`src/rtl/evc_pkg.sv`:
```
package evc_pkg;

  // Region selector taken from address bits [8:5]; each region holds 8 words
  typedef enum logic [3:0] {
    RG_PEND  = 4'h0,
    RG_MASK  = 4'h2,
    RG_MFLAG = 4'h3,
    RG_XMASK = 4'h4,
    RG_XFLAG = 4'h5,
    RG_SET   = 4'h8,
    RG_CLR   = 4'h9,
    RG_RAISE = 4'hA
  } region_e;

  localparam int unsigned ADDR_W = 9;
  localparam int unsigned WSEL_W = 3;

  function automatic logic [3:0] region_of(input logic [ADDR_W-1:0] a);
    return a[8:5];
  endfunction

  function automatic logic [WSEL_W-1:0] word_of(input logic [ADDR_W-1:0] a);
    return a[4:2];
  endfunction

endpackage

```
`src/rtl/evc_edge.sv`:
```
module evc_edge #(
  parameter int unsigned N    = 128,
  parameter int unsigned NRSV = 4
) (
  input  logic         clk,
  input  logic         rst_n,
  input  logic [N-1:0] in_lines,
  output logic [N-1:0] rise
);

  logic [N-1:0] prev_q;

  always_ff @(posedge clk or negedge rst_n) begin
    if (!rst_n) prev_q <= '0;
    else        prev_q <= in_lines;
  end

  for (genvar i = 0; i < N; i++) begin : g_bit
    if (i < NRSV) begin : g_rsv
      assign rise[i] = 1'b0;
    end else begin : g_live
      assign rise[i] = in_lines[i] & ~prev_q[i];
    end
  end

endmodule

```
`src/rtl/evc_group.sv`:
```
module evc_group #(
  parameter int unsigned W = 32
) (
  input  logic         clk,
  input  logic         rst_n,
  input  logic [W-1:0] hw_set,
  input  logic [W-1:0] sw_set,
  input  logic [W-1:0] sw_clr,
  input  logic         mask_we,
  input  logic         xmask_we,
  input  logic [W-1:0] wd,
  output logic [W-1:0] pend,
  output logic [W-1:0] mask,
  output logic [W-1:0] xmask,
  output logic [W-1:0] mflag,
  output logic [W-1:0] xflag,
  output logic         irq,
  output logic         xany
);

  always_ff @(posedge clk or negedge rst_n) begin
    if (!rst_n) begin
      pend  <= '0;
      mask  <= '1;
      xmask <= '1;
    end else begin
      pend <= (pend & ~sw_clr) | hw_set | sw_set;
      if (mask_we)  mask  <= wd;
      if (xmask_we) xmask <= wd;
    end
  end

  assign mflag = pend & ~mask;
  assign xflag = pend & ~xmask;
  assign irq   = |mflag;
  assign xany  = |xflag;

endmodule

```
`src/rtl/evc_regif.sv`:
```
module evc_regif
  import evc_pkg::*;
#(
  parameter int unsigned NG = 4,
  parameter int unsigned GW = 32
) (
  input  logic                 clk,
  input  logic                 rst_n,
  input  logic                 wr_en,
  input  logic                 rd_en,
  input  logic [ADDR_W-1:0]    addr,
  input  logic [GW-1:0]        wr_data,
  input  logic [NG*GW-1:0]     pend_all,
  input  logic [NG*GW-1:0]     mask_all,
  input  logic [NG*GW-1:0]     mflag_all,
  input  logic [NG*GW-1:0]     xmask_all,
  input  logic [NG*GW-1:0]     xflag_all,
  output logic [NG*GW-1:0]     set_all,
  output logic [NG*GW-1:0]     clr_all,
  output logic [NG-1:0]        mask_we,
  output logic [NG-1:0]        xmask_we,
  output logic [GW-1:0]        rd_data,
  output logic                 rd_valid
);

  localparam int unsigned NEV = NG * GW;
  localparam int unsigned EVW = $clog2(NEV);

  logic [3:0]        reg_sel;
  logic [WSEL_W-1:0] word_sel;
  logic [GW-1:0]     rd_next;

  assign reg_sel  = region_of(addr);
  assign word_sel = word_of(addr);

  always_comb begin
    set_all  = '0;
    clr_all  = '0;
    mask_we  = '0;
    xmask_we = '0;
    if (wr_en) begin
      for (int g = 0; g < NG; g++) begin
        if (word_sel == WSEL_W'(g)) begin
          case (reg_sel)
            RG_SET:   set_all[g*GW +: GW] = wr_data;
            RG_CLR:   clr_all[g*GW +: GW] = wr_data;
            RG_MASK:  mask_we[g]  = 1'b1;
            RG_XMASK: xmask_we[g] = 1'b1;
            default: ;
          endcase
        end
      end
      if (reg_sel == RG_RAISE && word_sel == '0)
        set_all[wr_data[EVW-1:0]] = 1'b1;
    end
  end

  always_comb begin
    rd_next = '0;
    for (int g = 0; g < NG; g++) begin
      if (word_sel == WSEL_W'(g)) begin
        case (reg_sel)
          RG_PEND:  rd_next = pend_all[g*GW +: GW];
          RG_MASK:  rd_next = mask_all[g*GW +: GW];
          RG_MFLAG: rd_next = mflag_all[g*GW +: GW];
          RG_XMASK: rd_next = xmask_all[g*GW +: GW];
          RG_XFLAG: rd_next = xflag_all[g*GW +: GW];
          default:  rd_next = '0;
        endcase
      end
    end
  end

  always_ff @(posedge clk or negedge rst_n) begin
    if (!rst_n) begin
      rd_valid <= 1'b0;
      rd_data  <= '0;
    end else begin
      rd_valid <= rd_en;
      if (rd_en) rd_data <= rd_next;
    end
  end

endmodule

```
`src/rtl/evt_combiner.sv`:
```
module evt_combiner
  import evc_pkg::*;
#(
  parameter int unsigned NUM_GROUPS = 4,
  parameter int unsigned GROUP_W    = 32,
  parameter int unsigned NUM_RSV    = 4,
  localparam int unsigned NEV       = NUM_GROUPS * GROUP_W
) (
  input  logic                  clk,
  input  logic                  rst_n,
  input  logic [NEV-1:0]        evt_in,
  input  logic                  wr_en,
  input  logic                  rd_en,
  input  logic [ADDR_W-1:0]     addr,
  input  logic [GROUP_W-1:0]    wr_data,
  output logic [GROUP_W-1:0]    rd_data,
  output logic                  rd_valid,
  output logic [NUM_GROUPS-1:0] grp_irq,
  output logic                  exc_irq
);

  logic [NEV-1:0]        hw_rise;
  logic [NEV-1:0]        set_all;
  logic [NEV-1:0]        clr_all;
  logic [NEV-1:0]        pend_all;
  logic [NEV-1:0]        mask_all;
  logic [NEV-1:0]        mflag_all;
  logic [NEV-1:0]        xmask_all;
  logic [NEV-1:0]        xflag_all;
  logic [NUM_GROUPS-1:0] mask_we;
  logic [NUM_GROUPS-1:0] xmask_we;
  logic [NUM_GROUPS-1:0] xany;

  evc_edge #(.N(NEV), .NRSV(NUM_RSV)) i_edge (
    .clk      (clk),
    .rst_n    (rst_n),
    .in_lines (evt_in),
    .rise     (hw_rise)
  );

  evc_regif #(.NG(NUM_GROUPS), .GW(GROUP_W)) i_regif (
    .clk       (clk),
    .rst_n     (rst_n),
    .wr_en     (wr_en),
    .rd_en     (rd_en),
    .addr      (addr),
    .wr_data   (wr_data),
    .pend_all  (pend_all),
    .mask_all  (mask_all),
    .mflag_all (mflag_all),
    .xmask_all (xmask_all),
    .xflag_all (xflag_all),
    .set_all   (set_all),
    .clr_all   (clr_all),
    .mask_we   (mask_we),
    .xmask_we  (xmask_we),
    .rd_data   (rd_data),
    .rd_valid  (rd_valid)
  );

  for (genvar g = 0; g < NUM_GROUPS; g++) begin : g_grp
    evc_group #(.W(GROUP_W)) i_group (
      .clk      (clk),
      .rst_n    (rst_n),
      .hw_set   (hw_rise[g*GROUP_W +: GROUP_W]),
      .sw_set   (set_all[g*GROUP_W +: GROUP_W]),
      .sw_clr   (clr_all[g*GROUP_W +: GROUP_W]),
      .mask_we  (mask_we[g]),
      .xmask_we (xmask_we[g]),
      .wd       (wr_data),
      .pend     (pend_all[g*GROUP_W +: GROUP_W]),
      .mask     (mask_all[g*GROUP_W +: GROUP_W]),
      .xmask    (xmask_all[g*GROUP_W +: GROUP_W]),
      .mflag    (mflag_all[g*GROUP_W +: GROUP_W]),
      .xflag    (xflag_all[g*GROUP_W +: GROUP_W]),
      .irq      (grp_irq[g]),
      .xany     (xany[g])
    );
  end

  assign exc_irq = |xany;

endmodule

```
`config.mk`:
```
export PLATFORM = sky130hd
export DESIGN_NAME = evt_combiner
export DESIGN_NICKNAME = d
export VERILOG_FILES = /design/src/rtl/evc_pkg.sv /design/src/rtl/evc_edge.sv /design/src/rtl/evc_group.sv /design/src/rtl/evc_regif.sv /design/src/rtl/evt_combiner.sv
export SDC_FILE = /design/constraint.sdc
export NUM_CORES = 1
export LEC_CHECK = 0
export CAP_MARGIN = 25
export CORE_ASPECT_RATIO = 1.1
export CORE_MARGIN = 2
export CORE_UTILIZATION = 30
export DETAILED_ROUTE_END_ITERATION = 8
export GPL_TIMING_DRIVEN = 0
export PLACE_DENSITY = 0.43
export SYNTH_ARGS = -nofsm -noshare
export SYNTH_HDL_FRONTEND = slang
export SYNTH_SLANG_ARGS = --single-unit
```
`constraint.sdc`:
```
create_clock -name clk -period 2.4 [get_ports clk]
set_input_delay 0.24 -clock clk [delete_from_list [all_inputs] [get_ports clk]]
set_output_delay 0.24 -clock clk [all_outputs]
set_load 0.02 [all_outputs]
```
==> results by group, run 1 <==
Status
  – Status: finished with violations
  – Violated checks: negative setup slack

Worst hold path
  – Hold Path Class: primary input to flop

Power and ir drop
  – Sw power: 7.111 mW
  – Reg power frac: 0.419
  – Pwr dens: 697.2 mW/mm2
  – Leak: 14.87 nW
  – Clock power share: 0.459
  – Sw Ratio: 0.2842
  – IR drop worst, VDD: 462.5 uV
  – Logic pwr share: 0.123
  – P_int: 17.91 mW
  – Total Power: 25.02 mW

Yosys
  – Async set-reset flop share out of synthesis: 1.000
  – Number of synthesized register bits: 541
  – Number of synthesized flops with an enable pin: 0
  – Synth unique cells: 62
  – Post-Syn Instances: 2632
  – Syn_area_per_cell: 10.76 um2
  – Post-synthesis net count: 2805
  – Mapped Area: 0.02831 mm2
  – Share of the synthesized area in the top cell type: 0.2519
  – Top cells by area, synth: dfrtp_1 (25%), dfstp_2 (24%), mux2_2 (8.8%)
  – Yosys top cell by area: dfrtp_1
  – Yosys Warn Count: 0
  – Ys flop type: dfrtp_1
  – Register area share after synthesis: 0.4895

Drt
  – DRC viols: 0
  – Drt pass-1 iters: 8
  – DRT iter0 DRCs: 3213
  – Remaining antenna violation count: 0
  – DR vias: 26010
  – Drt wl/cell: 39.39 um
  – DRT Wirelength: 168.0 mm
  – Vias per inst: 6.097

STA
  – Final Hold Viols: 0
  – Hold slack: 64.41 ps
  – Worst-margin pin slew: 1161 ps
  – Final setup viols: 10
  – Max-slew headroom: 0.2259
  – Post-route setup TNS: -1573 ps
  – RSZ-0062 raised after global routing: true
  – Final worst-path cycle share: 1.351
  – Clock Skew: 19.59 ps
  – Highest Clock Rate: 0.3085 GHz
  – Fin crit period: 3242 ps
  – Final Max Tran Viols: 0
  – PnR worst setup slack: -842.0 ps

Critical path
  – Crit start category: flop
  – Cell mode on critical path: nand4_1
  – Worst setup EP type: output port
  – Crit path cell chain: nor2b_1 > a2111oi_2 > nand4_1 > nor4_4 > nand4_1 > buf_4
  – Worst path buffer plus inverter count: 1
  – CP peak stage delay: 490 ps
  – WP data required: 2160 ps
  – Crit Path Class: flop to output port
  – Critical path arrival: 3000 ps
  – Worst Path Max Fanout: 4
  – CP max stage cell: dfrtp_1
  – CP delay by family, top: simple AND/OR/NAND/NOR gates

Floorplanning
  – Die W: 296.9 um
  – Initial Utilization: 0.3015
  – Die area: 0.09684 mm2
  – Core region area: 0.09390 mm2
  – Die height: 326.2 um
  – I/O pin cnt: 211
  – Cell Rows: 118

Global route
  – Antenna violations before repair: 12
  – Largest net degree at the start of global routing: 110
  – First-pass GRT wire length: 226.0 mm
  – Met3 global-route usage: 0.05716
  – Gr ovfl total: 0
  – Number of global-route vias before repair: 25930
  – All-Layer GR Usage: 0.3410
  – Met1 usage: 0.4449
  – GR Util met2: 0.5271
  – Top Usage Layer GRT: met2

Layout
  – Layout fillers: 9263
  – Area grow syn2layout: 26.74%
  – Multi-input logic area: 0.01333 mm2
  – Post-layout util: 0.3821
  – Share of cells above drive strength 1: 0.3216
  – Fin cells: 4266
  – Nets: 3115
  – Post-route design area: 0.03588 mm2
  – Register area: 0.01387 mm2

Place
  – DP HPWL: 128.1 mm
  – Placed Area: 0.03221 mm2
  – RD Place Congestion: 0.9691
  – Setup WS pre-CTS: -1880 ps
  – Placed instance count: 4110
  – I/O Buffers: 200

CTS
  – Clock latency on the worst-skew pair: 640 ps
  – Clock Path Buffers: 3
  – Cts bufs inserted: 71
  – CTS tree: done
  – Clk sinks: 541
  – Root buf cell: clkbuf_16
  – H-tree Lvls: 3
  – Clock-pin slew on the worst setup and hold paths: 60 ps

Job
  – MaxCap Viol Count: 0
==> repair_timing <==
item	CTS	global route
gates resized for setup	231	106
pin swaps	23	18
hold endpoints to repair	55	0
setup endpoints to repair	256	171
buffers inserted	16	8
hold buffers	1	0
==> cells in the mapped netlist (55+ instances only) <==
cell type  count
mux2_2       221
buf_2         69
nor2b_1       94
o21ai_1       62
o21ai_0      130
nand2b_1      55
a211o_1       56
dfrtp_1      285
nand2_1       59
inv_1        245
a22oi_1       59
nand3_1      145
clkbuf_1     121
dfstp_2      256
a32oi_1       64
a222oi_1      99
==> path summary, 6_finish.rpt <==
kind | end | start | slack (ps) | depth (start not counted)
max in group asynchronous | g_grp[0].i_group.pend[27] | rst_n | 430 | 5
hold / removal | i_edge.prev_q[67] | evt_in[67] | 60 | 1
hold reg to reg | i_regif.rd_data[8] | i_regif.rd_data[8] | 490 | 2
setup reg to reg | i_regif.rd_data[16] | g_grp[3].i_group.pend[16] | 390 | 5
min in group asynchronous | g_grp[3].i_group.pend[17] | rst_n | 160 | 2
setup / recovery | exc_irq | g_grp[1].i_group.pend[31] | -840 | 6
==> final cells by class <==
type,count,area share
diodes,5,0.0003487
plain buffers,215,0.03250
clock buffers,100,0.05593
clock inverters,32,0.01255
inverters,246,0.02615
multi-input cells,1624,0.3716
flip-flops and latches,541,0.3867
well taps,1260,0.04394
repair buffers,243,0.07027
==> flip-flops by register name, summed over array words and instances, names as in the netlist <==
| signal | count |
|---|---|
| g_grp.i_group.mask | 128 |
| g_grp.i_group.pend | 128 |
| g_grp.i_group.xmask | 128 |
| i_edge.prev_q | 124 |
| i_regif.rd_data | 32 |
| i_regif.rd_valid | 1 |
==> power by group through the flow <==
stage | logic (mW) | registers (mW) | clock network [mW]
floorplan | 1.23 | 10.4 | 0
detailed placement | 2.84 | 10.6 | 0
global placement | 2.76 | 10.6 | 0
finish | 3.07 | 10.5 | 11.5
global route | 3.19 | 10.5 | 12.0
CTS | 2.98 | 10.4 | 11.6
==> kinds of logic after synthesis <==
logic type / Yosys count / synth area share
AOI/OAI and AO/OA: 903 / 0.2462
DFF: 541 / 0.4895
buffers and inverters: 467 / 0.06855
and+or+nand+nor: 464 / 0.09356
muxes: 257 / 0.1022
==> cells in the final DEF, fill, tap and decap left out, drive strengths merged, types with 64 or more instances in the layout <==
cell type,netlist,routed
inv,245,248
nor2b,94,94
buf,100,138
o21ai,192,192
dfstp,256,256
clkbuf,121,223
o211ai,88,88
a222oi,99,99
nand3,145,145
dfrtp,285,285
mux2,256,256
clkdlybuf4s50,0,191
a32oi,64,64
==> per-layer routing <==
layer	routed length (um)	part of all wire
met5	30	0.00018
met4	12350	0.074
met3	12320	0.073
met2	73990	0.44
met1	69350	0.41
(Power assumes the default switching activity.)
==> inputs of run 2 (changes only) <==
==> constraint.sdc (replaced) <==
create_clock -name clk -period 2.4 [get_ports clk]
set_input_delay 0.24 -clock clk [delete_from_list [all_inputs] [get_ports clk]]
set_output_delay 0.24 -clock clk [all_outputs]
set_load 0.05 [all_outputs]
==> run 2 against run 1 <==
The run still ends with negative setup slack left. First-iteration DRC count is 2.1% lower. Critical path depth unchanged. Hold slack improved by 2.5 ps. Clock power barely moved. Core utilization is 0.073 points lower. Via count fell by 0.84%. Combinational power increased by 2%. Global-route usage hardly changed. Maximum frequency down 4.1%.
==> results by group, run 2 (same netlist as run 1, synthesis figures left out) <==
Power and ir drop
  – Leak: 14.82 nW (-0.33%)
  – Total Power: 25.06 mW (+0.18%)
  – Pwr dens: 699.8 mW/mm2 (+0.37%)
  – IR drop worst, VDD: 464.5 uV (+0.43%)

Floorplanning
  – Die W: 296.9 um (unchanged)
  – Cell Rows: 118 (unchanged)
  – Core region area: 0.09390 mm2 (unchanged)
  – Initial Utilization: 0.3015 (unchanged)
  – I/O pin cnt: 211 (unchanged)
  – Die height: 326.2 um (unchanged)
  – Die area: 0.09684 mm2 (unchanged)

Place
  – DP HPWL: 128.1 mm (unchanged)
  – Placed instance count: 4110 (unchanged)
  – Setup WS pre-CTS: -1880 ps (unchanged)
  – I/O Buffers: 200 (unchanged)
  – RD Place Congestion: 0.9691 (unchanged)

Global route
  – First-pass GRT wire length: 225.9 mm (about the same)
  – All-Layer GR Usage: 0.3407 (about the same)
  – Number of global-route vias before repair: 25920 (-0.062%)
  – Antenna violations before repair: 10 (-2)
  – Largest net degree at the start of global routing: 110 (unchanged)
  – Gr ovfl total: 0 (unchanged)

Layout
  – Fin cells: 4266 (unchanged)
  – Leading cell type in the layout, fill and taps excluded: dfrtp_1
  – Layout fillers: 9261 (-0.022%)
  – Nets: 3115 (unchanged)
  – Area grow syn2layout: 26.50%
  – Share of cells above drive strength 1: 0.3169 (-0.004665)
  – Post-layout util: 0.3814 (-0.0007320)
  – Commonest cells after routing, fill and taps aside: dfrtp_1 (273), dfstp_2 (256), inv_1 (234)
  – Largest registers: g_grp.i_group.mask x128, g_grp.i_group.pend x128, g_grp.i_group.xmask x128

Drt
  – DRT iter0 DRCs: 3144 (-2.1%)
  – Vias per inst: 6.046 (-0.84%)
  – Drt wl/cell: 39.37 um (about the same)
  – DRC viols: 0 (unchanged)
  – Remaining antenna violation count: 0 (unchanged)
  – Drt pass-1 iters: 8 (unchanged)
  – DR vias: 25790 (-0.84%)
  – DRT Wirelength: 167.9 mm (about the same)

Critical path
  – WP data required: 2160 ps (about the same)
  – Crit start category: flop
  – Crit Path Class: flop to output port
  – FF-to-FF path depth: 5 (unchanged)
  – Critical path arrival: 3140 ps (+140 ps)
  – Worst Path Max Fanout: 4 (unchanged)
  – Worst setup EP type: output port

CTS
  – H-tree Lvls: 3 (unchanged)
  – Clock Path Buffers: 3 (unchanged)
  – Root buf cell: clkbuf_16
  – Clock latency on the worst-skew pair: 640 ps (about the same)
  – CTS tree: done
  – Clock-pin slew on the worst setup and hold paths: 60 ps (about the same)
  – Cts bufs inserted: 71 (unchanged)
  – Clk sinks: 541 (unchanged)

STA
  – PnR worst setup slack: -979.0 ps (-137.1 ps)
  – Max-slew headroom: 0.2400 (+0.01413)
  – Final Hold Viols: 0 (unchanged)
  – Worst-margin pin slew: 1140 ps (-21.19 ps)
  – Fin crit period: 3379 ps (+137.1 ps)
  – Final worst-path cycle share: 1.408 (+0.05712)
  – Highest Clock Rate: 0.2959 GHz (-4.1%)
  – Clock Skew: 19.65 ps (+0.06380 ps)
  – Final setup viols: 11 (+1)
  – RSZ-0062 raised after global routing: true
  – Final Max Tran Viols: 0 (unchanged)
  – Hold slack: 66.87 ps (+2.465 ps)

Worst hold path
  – Hold Path Cell Cnt: 1 (unchanged)
  – Hold Path Class: primary input to flop

Status
  – Violated checks: negative setup slack
  – Status: finished with violations

Job
  – MaxCap Viol Count: 0 (unchanged)
==> run 2: final timing paths <==
kind,startpoint,end,slack (ps)
setup / recovery,g_grp[0].i_group.pend[29],exc_irq,-980
max in group asynchronous,rst_n,g_grp[0].i_group.pend[27],410
hold / removal,evt_in[65],i_edge.prev_q[65],70
setup reg to reg,g_grp[1].i_group.pend[9],i_regif.rd_data[9],380
min in group asynchronous,rst_n,g_grp[3].i_group.pend[17],160
hold reg to reg,i_regif.rd_data[8],i_regif.rd_data[8],500
==> run 2: where the power goes <==
part,leakage [nW],internal [mW],switching (mW)
sequential,5.69,9.93,0.546
combinational,7.93,1.12,2.01
clock,1.20,6.85,4.61
total,14.8,17.9,7.16
==> run 2: critical path, cell delays in order, from the launching register on <==
cell     delay, ps
dfrtp_1        460
nor2b_1        280
nor4_2         530
nand4_1        260
nor4_2         430
nand4_1        290
buf_6          250
==> run 2: layout make-up <==
class,instances,area [um2],area share
Buffer,215,1164,0.03249
Tap cell,1260,1577,0.04402
Sequential cell,541,13870,0.3874
Multi-Input combinational cell,1624,13270,0.3705
Timing Repair Buffer,243,2524,0.07047
Clock inverter,32,450.4,0.01258
Inverter,246,935.9,0.02613
Clock buffer,100,2007,0.05604
Antenna cell,5,12.51,0.0003494
==> run 2: timing repair <==
| item | in CTS | in global routing |
|---|---|---|
| hold buffers | 1 | 0 |
| endpoints found under the hold margin | 55 | 0 |
| pin swaps | 26 | 18 |
| resized for setup | 233 | 93 |
| setup buffers | 15 | 9 |
| endpoints found under the setup margin | 256 | 170 |
==> run 2: stage by stage <==
stage	TNS, ps	area [um2]
2_1_floorplan	0	28310
3_3_place_gp	-	31890
3_5_place_dp	-374530	32210
4_1_cts	-2215	35480
5_1_grt	-1869	35800
6_report	-2023	35810
==> run 2: routing by layer <==
layer  global-route usage  vias up  part of all wire
met4               0.2110        2             0.068
met1               0.4451    13520              0.42
met3              0.05616      314             0.071
li1                     -    10620                 -
met2               0.5275     1344              0.45
met5                    0        -          0.000077
